==> config.mk <==
export PLATFORM = sky130hd
export DESIGN_NAME = pix_port_mux
export DESIGN_NICKNAME = d
export VERILOG_FILES = /design/src/rtl/ppm_pkg.sv /design/src/rtl/ppm_cfg_regs.sv /design/src/rtl/ppm_ctrl_fsm.sv /design/src/rtl/ppm_unpack.sv /design/src/rtl/pix_port_mux.sv
export SDC_FILE = /design/constraint.sdc
export NUM_CORES = 1
export LEC_CHECK = 0
export BUFFER_PORTS_ARGS = -buffer_cell sky130_fd_sc_hd__buf_2
export CELL_PAD_IN_SITES_DETAIL_PLACEMENT = 2
export CELL_PAD_IN_SITES_GLOBAL_PLACEMENT = 2
export CORE_AREA = 4 4 111 113
export CTS_CLUSTER_DIAMETER = 50
export DETAILED_ROUTE_END_ITERATION = 12
export DIE_AREA = 0 0 115 117
export PLACE_DENSITY = 0.88
export RECOVER_POWER = 25
export SETUP_SLACK_MARGIN = 0.4
export SLEW_MARGIN = 20
export SYNTH_ARGS = -nofsm -noshare
export SYNTH_HDL_FRONTEND = slang
export SYNTH_HIERARCHICAL = 1
export SYNTH_SLANG_ARGS = --single-unit
export TNS_END_PERCENT = 30
==> constraint.sdc <==
create_clock -name clk -period 3 [get_ports clk]
set_input_delay 0.6 -clock clk [delete_from_list [all_inputs] [get_ports clk]]
set_output_delay 0.6 -clock clk [all_outputs]
set_load 0.1 [all_outputs]
==> src/rtl/ppm_pkg.sv <==
package ppm_pkg;
    localparam int PORT_W     = 32;
    localparam int IDX_W      = 8;
    localparam int NARROW_W   = 4;
    localparam int MODE_W     = 3;
    localparam int CLKSEL_W   = 4;
    localparam int SLOT_W     = $clog2(PORT_W / NARROW_W);
    localparam int SPLIT_BIT  = 2;

    localparam logic [MODE_W-1:0]   MODE_PASS  = '0;
    localparam logic [CLKSEL_W-1:0] CLKSEL_DEF = '0;
    localparam logic [IDX_W-1:0]    GCTL_DEF   = '0;
    localparam logic [IDX_W-1:0]    MASK_DEF   = '1;

    typedef enum logic [1:0] {
        ST_PASS,
        ST_START,
        ST_UNPACK,
        ST_SPLIT
    } ppm_state_e;

    typedef struct packed {
        logic              pass;
        logic              wide;
        logic [SLOT_W-1:0] last_slot;
    } mode_cfg_t;

    function automatic mode_cfg_t decode_mode(input logic [MODE_W-1:0] m);
        mode_cfg_t c;
        c.pass = 1'b0;
        c.wide = 1'b1;
        c.last_slot = '0;
        case (m)
            3'd0: c.pass = 1'b1;
            3'd1: begin c.wide = 1'b0; c.last_slot = SLOT_W'(1); end
            3'd2: begin c.wide = 1'b0; c.last_slot = SLOT_W'(3); end
            3'd3: begin c.wide = 1'b0; c.last_slot = SLOT_W'(7); end
            3'd4: c.last_slot = SLOT_W'(0);
            3'd5: c.last_slot = SLOT_W'(1);
            default: c.last_slot = SLOT_W'(3);
        endcase
        return c;
    endfunction
endpackage

==> src/rtl/ppm_cfg_regs.sv <==
module ppm_cfg_regs
    import ppm_pkg::*;
(
    input  logic                clk,
    input  logic                rst_n,
    input  logic                mode_we,
    input  logic [MODE_W-1:0]   mode_in,
    input  logic                clksel_we,
    input  logic [CLKSEL_W-1:0] clksel_in,
    input  logic                gctl_we,
    input  logic [IDX_W-1:0]    gctl_in,
    input  logic                mask_we,
    input  logic [IDX_W-1:0]    mask_in,
    input  logic                at_boundary,
    output logic [MODE_W-1:0]   mode_eff,
    output logic [MODE_W-1:0]   mode_act,
    output logic [CLKSEL_W-1:0] clk_sel,
    output logic [IDX_W-1:0]    gen_ctl,
    output logic [IDX_W-1:0]    rd_mask
);
    logic [MODE_W-1:0]   pend_q, act_q;
    logic [CLKSEL_W-1:0] clksel_q;
    logic [IDX_W-1:0]    gctl_q, mask_q;
    logic                force_def;

    assign force_def = mode_we && (mode_in == MODE_PASS);
    assign mode_eff  = at_boundary ? pend_q : act_q;

    always_ff @(posedge clk or negedge rst_n) begin
        if (!rst_n) begin
            pend_q   <= MODE_PASS;
            act_q    <= MODE_PASS;
            clksel_q <= CLKSEL_DEF;
            gctl_q   <= GCTL_DEF;
            mask_q   <= MASK_DEF;
        end else begin
            act_q <= mode_eff;
            if (mode_we) pend_q <= mode_in;
            if (force_def) begin
                clksel_q <= CLKSEL_DEF;
                gctl_q   <= GCTL_DEF;
                mask_q   <= MASK_DEF;
            end else begin
                if (clksel_we) clksel_q <= clksel_in;
                if (gctl_we)   gctl_q   <= gctl_in;
                if (mask_we)   mask_q   <= mask_in;
            end
        end
    end

    assign mode_act = act_q;
    assign clk_sel  = clksel_q;
    assign gen_ctl  = gctl_q;
    assign rd_mask  = mask_q;

    assert_force_defaults_R6: assert property (@(posedge clk) disable iff (!rst_n)
        force_def |=> (clksel_q == CLKSEL_DEF && gctl_q == GCTL_DEF && mask_q == MASK_DEF));

    assert_mode_boundary_R9: assert property (@(posedge clk) disable iff (!rst_n)
        !at_boundary |=> (act_q == $past(act_q)));
endmodule

==> src/rtl/ppm_ctrl_fsm.sv <==
module ppm_ctrl_fsm
    import ppm_pkg::*;
(
    input  logic      clk,
    input  logic      rst_n,
    input  mode_cfg_t mcfg,
    input  logic      dot_en,
    input  logic      clk0_en,
    input  logic      blank,
    input  logic      split_hold,
    output logic      do_load,
    output logic      do_shift,
    output logic      do_pass,
    output logic      at_boundary
);
    ppm_state_e        state_q, state_d;
    logic [SLOT_W-1:0] slot_q;
    logic              dot_ok;

    assign dot_ok = dot_en && !blank;

    always_ff @(posedge clk or negedge rst_n) begin
        if (!rst_n) begin
            state_q <= ST_PASS;
            slot_q  <= '0;
        end else begin
            state_q <= state_d;
            if (blank || state_d != ST_UNPACK) slot_q <= '0;
            else if (do_load)                  slot_q <= SLOT_W'(1);
            else if (do_shift)                 slot_q <= slot_q + SLOT_W'(1);
        end
    end

    always_comb begin
        state_d = state_q;
        unique case (state_q)
            ST_PASS: begin
                if (!mcfg.pass) state_d = ST_START;
            end
            ST_START: begin
                if (mcfg.pass)                             state_d = ST_PASS;
                else if (dot_ok && split_hold)             state_d = ST_SPLIT;
                else if (dot_ok && mcfg.last_slot != '0)   state_d = ST_UNPACK;
            end
            ST_UNPACK: begin
                if (blank)                                 state_d = ST_START;
                else if (dot_en && slot_q == mcfg.last_slot) state_d = ST_START;
            end
            ST_SPLIT: begin
                if (mcfg.pass)                     state_d = ST_PASS;
                else if (blank || !split_hold)     state_d = ST_START;
            end
            default: state_d = ST_START;
        endcase
    end

    always_comb begin
        do_load     = 1'b0;
        do_shift    = 1'b0;
        do_pass     = 1'b0;
        at_boundary = 1'b1;
        unique case (state_q)
            ST_PASS:   do_pass  = mcfg.pass && clk0_en && !blank;
            ST_START:  do_load  = !mcfg.pass && dot_ok && !split_hold;
            ST_UNPACK: begin
                do_shift    = dot_ok;
                at_boundary = 1'b0;
            end
            ST_SPLIT:  do_load  = 1'b0;
            default:   do_load  = 1'b0;
        endcase
    end

    assert_single_action_R3: assert property (@(posedge clk) disable iff (!rst_n)
        $onehot0({do_load, do_shift, do_pass}));

    assert_blank_rewinds_R7: assert property (@(posedge clk) disable iff (!rst_n)
        blank |=> (slot_q == '0));
endmodule

==> src/rtl/ppm_unpack.sv <==
module ppm_unpack
    import ppm_pkg::*;
(
    input  logic              clk,
    input  logic              rst_n,
    input  logic              do_load,
    input  logic              do_shift,
    input  logic              do_pass,
    input  logic              wide,
    input  logic [PORT_W-1:0] port_word,
    input  logic [IDX_W-1:0]  legacy_word,
    input  logic [IDX_W-1:0]  mask,
    output logic [IDX_W-1:0]  idx,
    output logic              valid,
    output logic              first
);
    logic [PORT_W-1:0] shreg_q;
    logic [IDX_W-1:0]  idx_q;
    logic              valid_q, first_q, narrow_q;

    function automatic logic [IDX_W-1:0] pick(input logic [PORT_W-1:0] w, input logic wd);
        return wd ? w[IDX_W-1:0] : {{(IDX_W-NARROW_W){1'b0}}, w[NARROW_W-1:0]};
    endfunction

    function automatic logic [PORT_W-1:0] advance(input logic [PORT_W-1:0] w, input logic wd);
        return wd ? (w >> IDX_W) : (w >> NARROW_W);
    endfunction

    always_ff @(posedge clk or negedge rst_n) begin
        if (!rst_n) begin
            shreg_q  <= '0;
            idx_q    <= '0;
            valid_q  <= 1'b0;
            first_q  <= 1'b0;
            narrow_q <= 1'b0;
        end else begin
            valid_q  <= do_load || do_shift || do_pass;
            first_q  <= do_load;
            narrow_q <= (do_load || do_shift) && !wide;
            if (do_load) begin
                idx_q   <= pick(port_word, wide) & mask;
                shreg_q <= advance(port_word, wide);
            end else if (do_shift) begin
                idx_q   <= pick(shreg_q, wide) & mask;
                shreg_q <= advance(shreg_q, wide);
            end else if (do_pass) begin
                idx_q   <= legacy_word & mask;
            end
        end
    end

    assign idx   = idx_q;
    assign valid = valid_q;
    assign first = first_q;

    assert_load_strobe_R10: assert property (@(posedge clk) disable iff (!rst_n)
        first_q |-> valid_q);

    assert_narrow_upper_zero_R4: assert property (@(posedge clk) disable iff (!rst_n)
        (valid_q && narrow_q) |-> (idx_q[IDX_W-1:NARROW_W] == '0));
endmodule

==> src/rtl/pix_port_mux.sv <==
module pix_port_mux
    import ppm_pkg::*;
(
    input  logic                clk,
    input  logic                rst_n,
    input  logic                cfg_mode_we,
    input  logic [MODE_W-1:0]   cfg_mode,
    input  logic                cfg_clksel_we,
    input  logic [CLKSEL_W-1:0] cfg_clksel,
    input  logic                cfg_gctl_we,
    input  logic [IDX_W-1:0]    cfg_gctl,
    input  logic                cfg_mask_we,
    input  logic [IDX_W-1:0]    cfg_mask,
    input  logic                dot_en,
    input  logic                clk0_en,
    input  logic                blank,
    input  logic                split_flag,
    input  logic [PORT_W-1:0]   pix_port,
    input  logic [IDX_W-1:0]    legacy_pix,
    output logic [IDX_W-1:0]    pix_idx,
    output logic                pix_valid,
    output logic                grp_load,
    output logic [CLKSEL_W-1:0] clk_sel,
    output logic [IDX_W-1:0]    gen_ctl,
    output logic [MODE_W-1:0]   mode_active
);
    logic [MODE_W-1:0] mode_eff;
    logic [IDX_W-1:0]  rd_mask;
    mode_cfg_t         mcfg;
    logic              at_boundary, split_hold;
    logic              do_load, do_shift, do_pass;

    assign mcfg       = decode_mode(mode_eff);
    assign split_hold = gen_ctl[SPLIT_BIT] && split_flag;

    ppm_cfg_regs u_cfg (
        .clk        (clk),
        .rst_n      (rst_n),
        .mode_we    (cfg_mode_we),
        .mode_in    (cfg_mode),
        .clksel_we  (cfg_clksel_we),
        .clksel_in  (cfg_clksel),
        .gctl_we    (cfg_gctl_we),
        .gctl_in    (cfg_gctl),
        .mask_we    (cfg_mask_we),
        .mask_in    (cfg_mask),
        .at_boundary(at_boundary),
        .mode_eff   (mode_eff),
        .mode_act   (mode_active),
        .clk_sel    (clk_sel),
        .gen_ctl    (gen_ctl),
        .rd_mask    (rd_mask)
    );

    ppm_ctrl_fsm u_fsm (
        .clk        (clk),
        .rst_n      (rst_n),
        .mcfg       (mcfg),
        .dot_en     (dot_en),
        .clk0_en    (clk0_en),
        .blank      (blank),
        .split_hold (split_hold),
        .do_load    (do_load),
        .do_shift   (do_shift),
        .do_pass    (do_pass),
        .at_boundary(at_boundary)
    );

    ppm_unpack u_unpack (
        .clk        (clk),
        .rst_n      (rst_n),
        .do_load    (do_load),
        .do_shift   (do_shift),
        .do_pass    (do_pass),
        .wide       (mcfg.wide),
        .port_word  (pix_port),
        .legacy_word(legacy_pix),
        .mask       (rd_mask),
        .idx        (pix_idx),
        .valid      (pix_valid),
        .first      (grp_load)
    );

    assert_valid_cause_R3: assert property (@(posedge clk) disable iff (!rst_n)
        pix_valid |-> $past(dot_en || clk0_en));

    assert_blank_quiet_R7: assert property (@(posedge clk) disable iff (!rst_n)
        blank |=> !pix_valid);

    assert_split_stall_R8: assert property (@(posedge clk) disable iff (!rst_n)
        grp_load |-> !$past(gen_ctl[SPLIT_BIT] && split_flag));
endmodule

==> results of run 1 <==
[stage by stage]
| stage | util, % | hold slack [ps] |
|---|---|---|
| finish | 43.1 | 484 |
| detailed placement | 38.1 | 479 |
| global route | 43.1 | 493 |
| CTS | 41.9 | 428 |
| floorplan | - | 304 |
| global placement | 38.1 | 474 |
[layer usage]
layer	share of wire [%]	up-vias	GRT usage, %	wire length (um)
li1	-	1515	-	-
met2	51	91	32.9	6730
met1	42	1680	23.6	5540
met4	1.1	0	5.16	139
met3	5.2	13	3.75	686
met5	0	-	0	0
[placed cells by master, fill, tap and decap left out, types with 4 or more instances in the layout]
cell type,count
dfrtp_1,57
dfstp_2,8
o221a_2,7
nand2_1,13
a211oi_1,17
mux2i_1,36
nor2_1,21
a22o_1,4
o32a_1,7
o21ai_0,19
nor3_1,5
o31ai_1,5
clkbuf_16,11
a221o_1,7
nor2b_1,16
inv_1,7
buf_2,95
a21oi_1,19
buf_4,17
buf_12,4
o22ai_1,13
dfrtp_2,4
[power breakdown]
part           switching, mW  internal, mW
Clock                  0.423         0.730
Sequential             0.226          1.20
Combinational          0.990         0.504
[area by class of cell]
| cell class | count | share of cell area, % |
|---|---|---|
| Clock buffer | 9 | 4.61 |
| Clock inverter | 7 | 2.00 |
| Inverter | 9 | 0.769 |
| Multi-Input combinational cell | 240 | 37.4 |
| Sequential cell | 69 | 35.7 |
| Tap cell | 143 | 3.66 |
| Timing Repair Buffer | 121 | 15.9 |
[flip-flops by register name, summed over array words and instances, names as in the netlist, 2 cells and up]
signal            flops
u_cfg/mode_act        3
u_fsm/state_q         2
u_cfg/gen_ctl         8
u_unpack/shreg_q     28
u_cfg/pend_q          3
u_cfg/clk_sel         4
u_unpack/idx          8
u_cfg/rd_mask         8
u_fsm/slot_q          3
[critical path, cell delays in order, from the launching register on]
cell      delay, ps
dfrtp_2         410
or2b_4          280
mux2_4          340
nor3_4          190
and2b_2         250
and2_4          170
buf_12          160
o311ai_0        570
a21oi_1         140
[logic make-up after synthesis]
| group | after synthesis | share of synthesized area (%) |
|---|---|---|
| fa+ha+maj | 1 | 0.340 |
| xor+xnor | 3 | 0.714 |
| compound gates | 112 | 22.8 |
| simple gates | 82 | 12.6 |
| mux | 42 | 11.6 |
| buf+inv | 36 | 4.76 |
| flops | 69 | 47.2 |
[timing repair]
item	CTS	global route
cloned	1	2
gates resized for setup	12	5
setup buffers	5	7
setup endpoints to repair	36	36
pin swaps	1	3
[final timing paths]
check / startpoint / end / cells past startpoint
max: u_fsm/state_q[0] / u_unpack/shreg_q[2] / 8
min: u_unpack/idx[1] / u_unpack/idx[1] / 2
max reg2reg: u_fsm/state_q[0] / u_unpack/shreg_q[2] / 8
min reg2reg: u_unpack/idx[1] / u_unpack/idx[1] / 2
max in group asynchronous: rst_n / u_fsm/state_q[0] / 1
min in group asynchronous: rst_n / u_unpack/shreg_q[21] / 1
==> results.yml, run 1 <==
worst_setup_path:
  critPathRequiredTime_ps: 3190
  crit_fanout: 11
  worstSetupPathType: "reg -> reg"
  critical_path_arrival_ps: 2840
  startpoint_type: "flop"
  cp-end-kind: "flop"
  r2r_setup_slack_ps: 350
timing:
  setup_slack_ps: 350
  relSlewSlack_pct: -18.0
  fmax_ghz: 0.377
  setup-violations-final: 0
  hold_violations: 0
  slew_violations: 70
  fin_setup_tns_ps: 0
  rsz0062_at_grt: "true"
  post-route-min-period_ps: 2650
  worst_clock_skew_ps: 10.2
  timing.final.crit_share_pct: 88.3
  worstMarginPinSlew_ps: 1770
grt:
  grt_pass1_vias: 3501
  antenna_found_initial: 0
  grt_overflow_total: 0
  grt_usage_pct: 18.8
  grt_pass1_wl_mm: 19.5
  grt_max_degree: 70
synth:
  ys_warn_count: 6
  synth_async_sr_flop_share_pct: 100
  synth_common_cells: "61 x dfrtp_1, 36 x mux2i_1, 22 x nor2_1"
  synth_nets: 419
  synth_top_cell_area_share_pct: 41.5
  yosysTopAreaCell: "dfrtp_1"
  yosysMostFrequentCell: "dfrtp_1"
  synthCells: 345
  synth_edf_count: 0
  avgSynthCellArea_um2: 10.7
  synth-seq-area-share_pct: 47.2
  syn-cell-area_um2: 3680
  netlist_top_cells_area: "dfrtp_1 41%, mux2i_1 9.8%, dfstp_2 5.7%"
  ys_seq_elements: 69
  ys.flop_type: "dfrtp_1"
  synthDistinctLibCells: 52
final_layout:
  antennaDiodeCount: 0
  stdcell_count: 598
  seq_area_um2: 1740
  fillers: 1203
  multi_input_area_um2: 1830
  nets: 524
  area_growth_pct: 32.7
  fin_area_um2: 4880
  drive_gt1_share_pct: 39.1
placed_design:
  placed_area_um2: 4320
  port_buffers: 97
  post-place-ws_ps: 111
  dpl.hpwl_mm: 8.36
  placed_cells_incl_taps: 567
  gp_congestion: 0.857
drt:
  vias: 3299
  drc: 0
  drt_iter0_drc: 161
  detail_route.wl_per_cell_um: 21.9
  wirelength_mm: 13.1
  viasPerCell: 5.52
  postRouteAntennaNets: 0
  first_pass_iters: 4
min_path:
  holdCritPathClass: "reg -> reg"
run:
  timing.max_cap.violations: 1
status:
  violations: "capacitance limit, slew limit"
  outcome: "finished with violations"
pwr:
  peakVddDrop_mv: 0.444
  p_leak_nw: 2.26
  powerDensity_nw_per_um2: 835
  power.total_mw: 4.08
floorplanning:
  initial_core_util_pct: 32.5
  die-area_um2: 13500
  core_region_area_um2: 11300
  die_h_um: 117
  die_x_um: 115
  io_pins: 98
  num_rows: 39
clocking:
  cts_buffers: 9
  cts_sinks: 69
  cts_tree: "built"
  cts.hold.buffers_added: 0
  insertion_delay_ps: 340
  cts.clk_slew.worst_paths_ps: 60
  clockRootBuffer: "clkbuf_16"
  clockBufferDepth: 2
  htree_levels: 3
Power figures use the tool's default switching activity.
==> run 2, diff against run 1 <==
Settings changed: ABC_AREA set to 1, CORE_AREA 4 4 111 113 to 4 4 123 125, DIE_AREA 0 0 115 117 to 0 0 127 129.
==> run 2 against run 1 <==
The run now ends clean; clock skew rose by 2.1 ps; total power rose by 9.7%; worst hold slack got worse by 4.2 ps; register-to-register slack improved by 80 ps; via count rose by 28%; setup slack improved by 84 ps; sequential power barely moved; critical endpoint is now u_unpack/shreg_q[3].
==> results.yml, run 2 <==
clocking:
  clockBufferDepth: 2
  cts.clk_slew.worst_paths_ps: 60
  insertion_delay_ps: 340
  cts_buffers: 9
  cts_tree: "built"
  clockRootBuffer: "clkbuf_16"
  cts_sinks: 69
  cts.hold.buffers_added: 0
  htree_levels: 3
synth:
  synth_async_sr_flop_share_pct: 100
  synthCells: 580
  yosysTopAreaCell: "dfrtp_1"
  synthMuxAreaShare_pct: 0
  ys.flop_type: "dfrtp_1"
  synth_xor_area_share_pct: 0
  ys_seq_elements: 69
  netlist_top_cells_area: "dfrtp_1 38%, nand2_1 23%, nand3_1 11%"
  synth-adder-area-share_pct: 0.313
  synthDistinctLibCells: 25
  ys_warn_count: 6
  synth_edf_count: 0
  synth_top_family_by_area: "simple AND/OR/NAND/NOR gates"
  syn-cell-area_um2: 4000
  yosysMostFrequentCell: "nand2_1"
  synth_top_cell_area_share_pct: 38.1
  synth_compound_area_share_pct: 5.38
  synth-seq-area-share_pct: 43.4
  synth_nets: 654
  synth_simple_gate_area_share_pct: 40.3
  synth_common_cells: "246 x nand2_1, 85 x nand3_1, 61 x dfrtp_1"
  avgSynthCellArea_um2: 6.90
drt:
  vias: 4212
  viasPerCell: 4.85
  postRouteAntennaNets: 0
  first_pass_iters: 4
  drt_iter0_drc: 181
  wirelength_mm: 15.3
  drc: 0
  detail_route.wl_per_cell_um: 17.6
timing:
  fmax_ghz: 0.390
  rsz0062_at_grt: "false"
  worst_clock_skew_ps: 12.4
  hold_violations: 0
  fin_setup_tns_ps: 0
  relSlewSlack_pct: 15.2
  setup_slack_ps: 434
  timing.final.crit_share_pct: 85.5
  post-route-min-period_ps: 2570
  worstMarginPinSlew_ps: 1270
  setup-violations-final: 0
  slew_violations: 0
worst_setup_path:
  startpoint_type: "flop"
  startpoint: "u_fsm/state_q[0]"
  r2r_setup_slack_ps: 430
  worstSetupPathType: "reg -> reg"
  r2r_end: "u_unpack/shreg_q[3]"
  reg2reg_from: "u_fsm/state_q[0]"
  rr_worst_depth: 18
  critPathRequiredTime_ps: 3220
  crit_fanout: 9
  cp-end-kind: "flop"
  critical_path_arrival_ps: 2790
  crit_end: "u_unpack/shreg_q[3]"
floorplanning:
  initial_core_util_pct: 28.8
  die_x_um: 127
  die_h_um: 129
  die-area_um2: 16400
  core_region_area_um2: 13900
  io_pins: 98
  num_rows: 43
placed_design:
  post-place-ws_ps: 52.3
  port_buffers: 97
  dpl.hpwl_mm: 10.3
  gp_congestion: 0.745
grt:
  grt_pass1_wl_mm: 23.8
  top_usage_layer: "met2"
  grt_usage_pct: 18.2
  use_met3_pct: 3.90
  grt_util_met1_pct: 22.1
  grt_pass1_vias: 4703
  grt_max_degree: 41
  grt_overflow_total: 0
  grt_use_met2_pct: 33.3
  antenna_found_initial: 0
final_layout:
  drive_gt1_share_pct: 25.0
  mostFrequentLayoutCells: "245 x nand2_1, 95 x buf_2, 85 x nand3_1"
  layout_commonest_cell: "nand2_1"
  fillers: 1645
  antennaDiodeCount: 0
  top_register: "u_unpack/shreg_q"
  nets: 757
  largest_register_ffs: 28
  area_growth_pct: 26.7
pwr:
  peakVddDrop_mv: 0.298
  powerDensity_nw_per_um2: 881
  p_leak_nw: 2.78
status:
  outcome: "complete, no violations"
run:
  timing.max_cap.violations: 0
min_path:
  holdCritPathClass: "reg -> reg"
[run 2: cell types whose count changed after synthesis, moves of 9 or more]
| cell | before | now |
|---|---|---|
| nand2_1 | 14 | 246 |
| nand3_1 | 3 | 85 |
| inv_1 | 8 | 54 |
| mux2i_1 | 36 | 0 |
| a211oi_1 | 17 | 0 |
| nor2b_1 | 16 | 0 |
| o22ai_1 | 13 | 0 |
| inv_2 | 1 | 11 |
| nand2_2 | 1 | 10 |
[run 2: cell families after synthesis]
kind of cell | count (synthesis)
and+or+nand+nor | 377
buffers and inverters | 93
DFF | 69
AOI/OAI and AO/OA | 40
adders and majority gates | 1
[run 2: final cells by class]
| class | instances | area, um2 | share of cell area (%) |
|---|---|---|---|
| multi-input combinational | 419 | 1880 | 37.1 |
| clock inverter | 1 | 30.0 | 0.592 |
| clock buffer | 15 | 268 | 5.28 |
| tap | 180 | 225 | 4.44 |
| timing repair buffer | 118 | 661 | 13.0 |
| sequential | 69 | 1740 | 34.3 |
| inverter | 66 | 264 | 5.21 |
[run 2: critical path: stages (launching register included)]
cell        delay (ps)
dfrtp_1            390
inv_2              100
nand2_4            110
nor2_1             220
a21oi_4             60
inv_1               80
nand2_2            100
nor2_4             140
nor2_4              60
nand2_1             70
nor2_2              50
nand2_2            100
clkinvlp_4         210
buf_6              190
nor2_8             170
buf_4              160
a21oi_1             40
nand3_1            110
nand2_1             80
[run 2: routing by layer]
metal / part of all wire [%] / vias to the layer above / wire [um]
li1: - / 2002 / -
met1: 42 / 2115 / 6360
met2: 54 / 80 / 8210
met3: 3.5 / 15 / 529
met4: 1.3 / 0 / 204
met5: 0 / - / 0
[run 2: where the power goes]
part           total, mW  internal (mW)  switching, mW
sequential          1.44           1.22          0.227
combinational       1.93          0.501           1.43
clock               1.10          0.691          0.405
[run 2: how the worst min path moves through the flow]
stage / start / end / slack [ps] / cells past startpoint
detailed placement: u_unpack/idx[5] / u_unpack/idx[5] / 470 / 2
floorplan: rst_n / u_cfg/clk_sel[0] / 300 / 0
global placement: u_unpack/idx[3] / u_unpack/idx[3] / 470 / 2
global route: cfg_mode[0] / u_cfg/pend_q[0] / 510 / 3
CTS: rst_n / u_cfg/gen_ctl[2] / 250 / 1
finish: u_unpack/idx[5] / u_unpack/idx[5] / 480 / 2
[run 2: stage by stage]
stage	total power, mW	std cells	instance area (um2)	hold slack [ps]	utilization [%]
4_1_cts	4.38	859	4950	245	35.7
6_report	4.47	868	5070	480	36.5
3_5_place_dp	3.23	838	4600	470	33.1
3_3_place_gp	3.13	838	4600	467	33.1
5_1_grt	4.76	868	5070	510	36.5
2_1_floorplan	2.78	580	4000	304	-
[run 2: what timing repair did]
item	CTS	global route
resized for setup	4	17
setup buffers	4	9
endpoints found under the setup margin	37	36
pin swaps	1	2
gates cloned	1	0
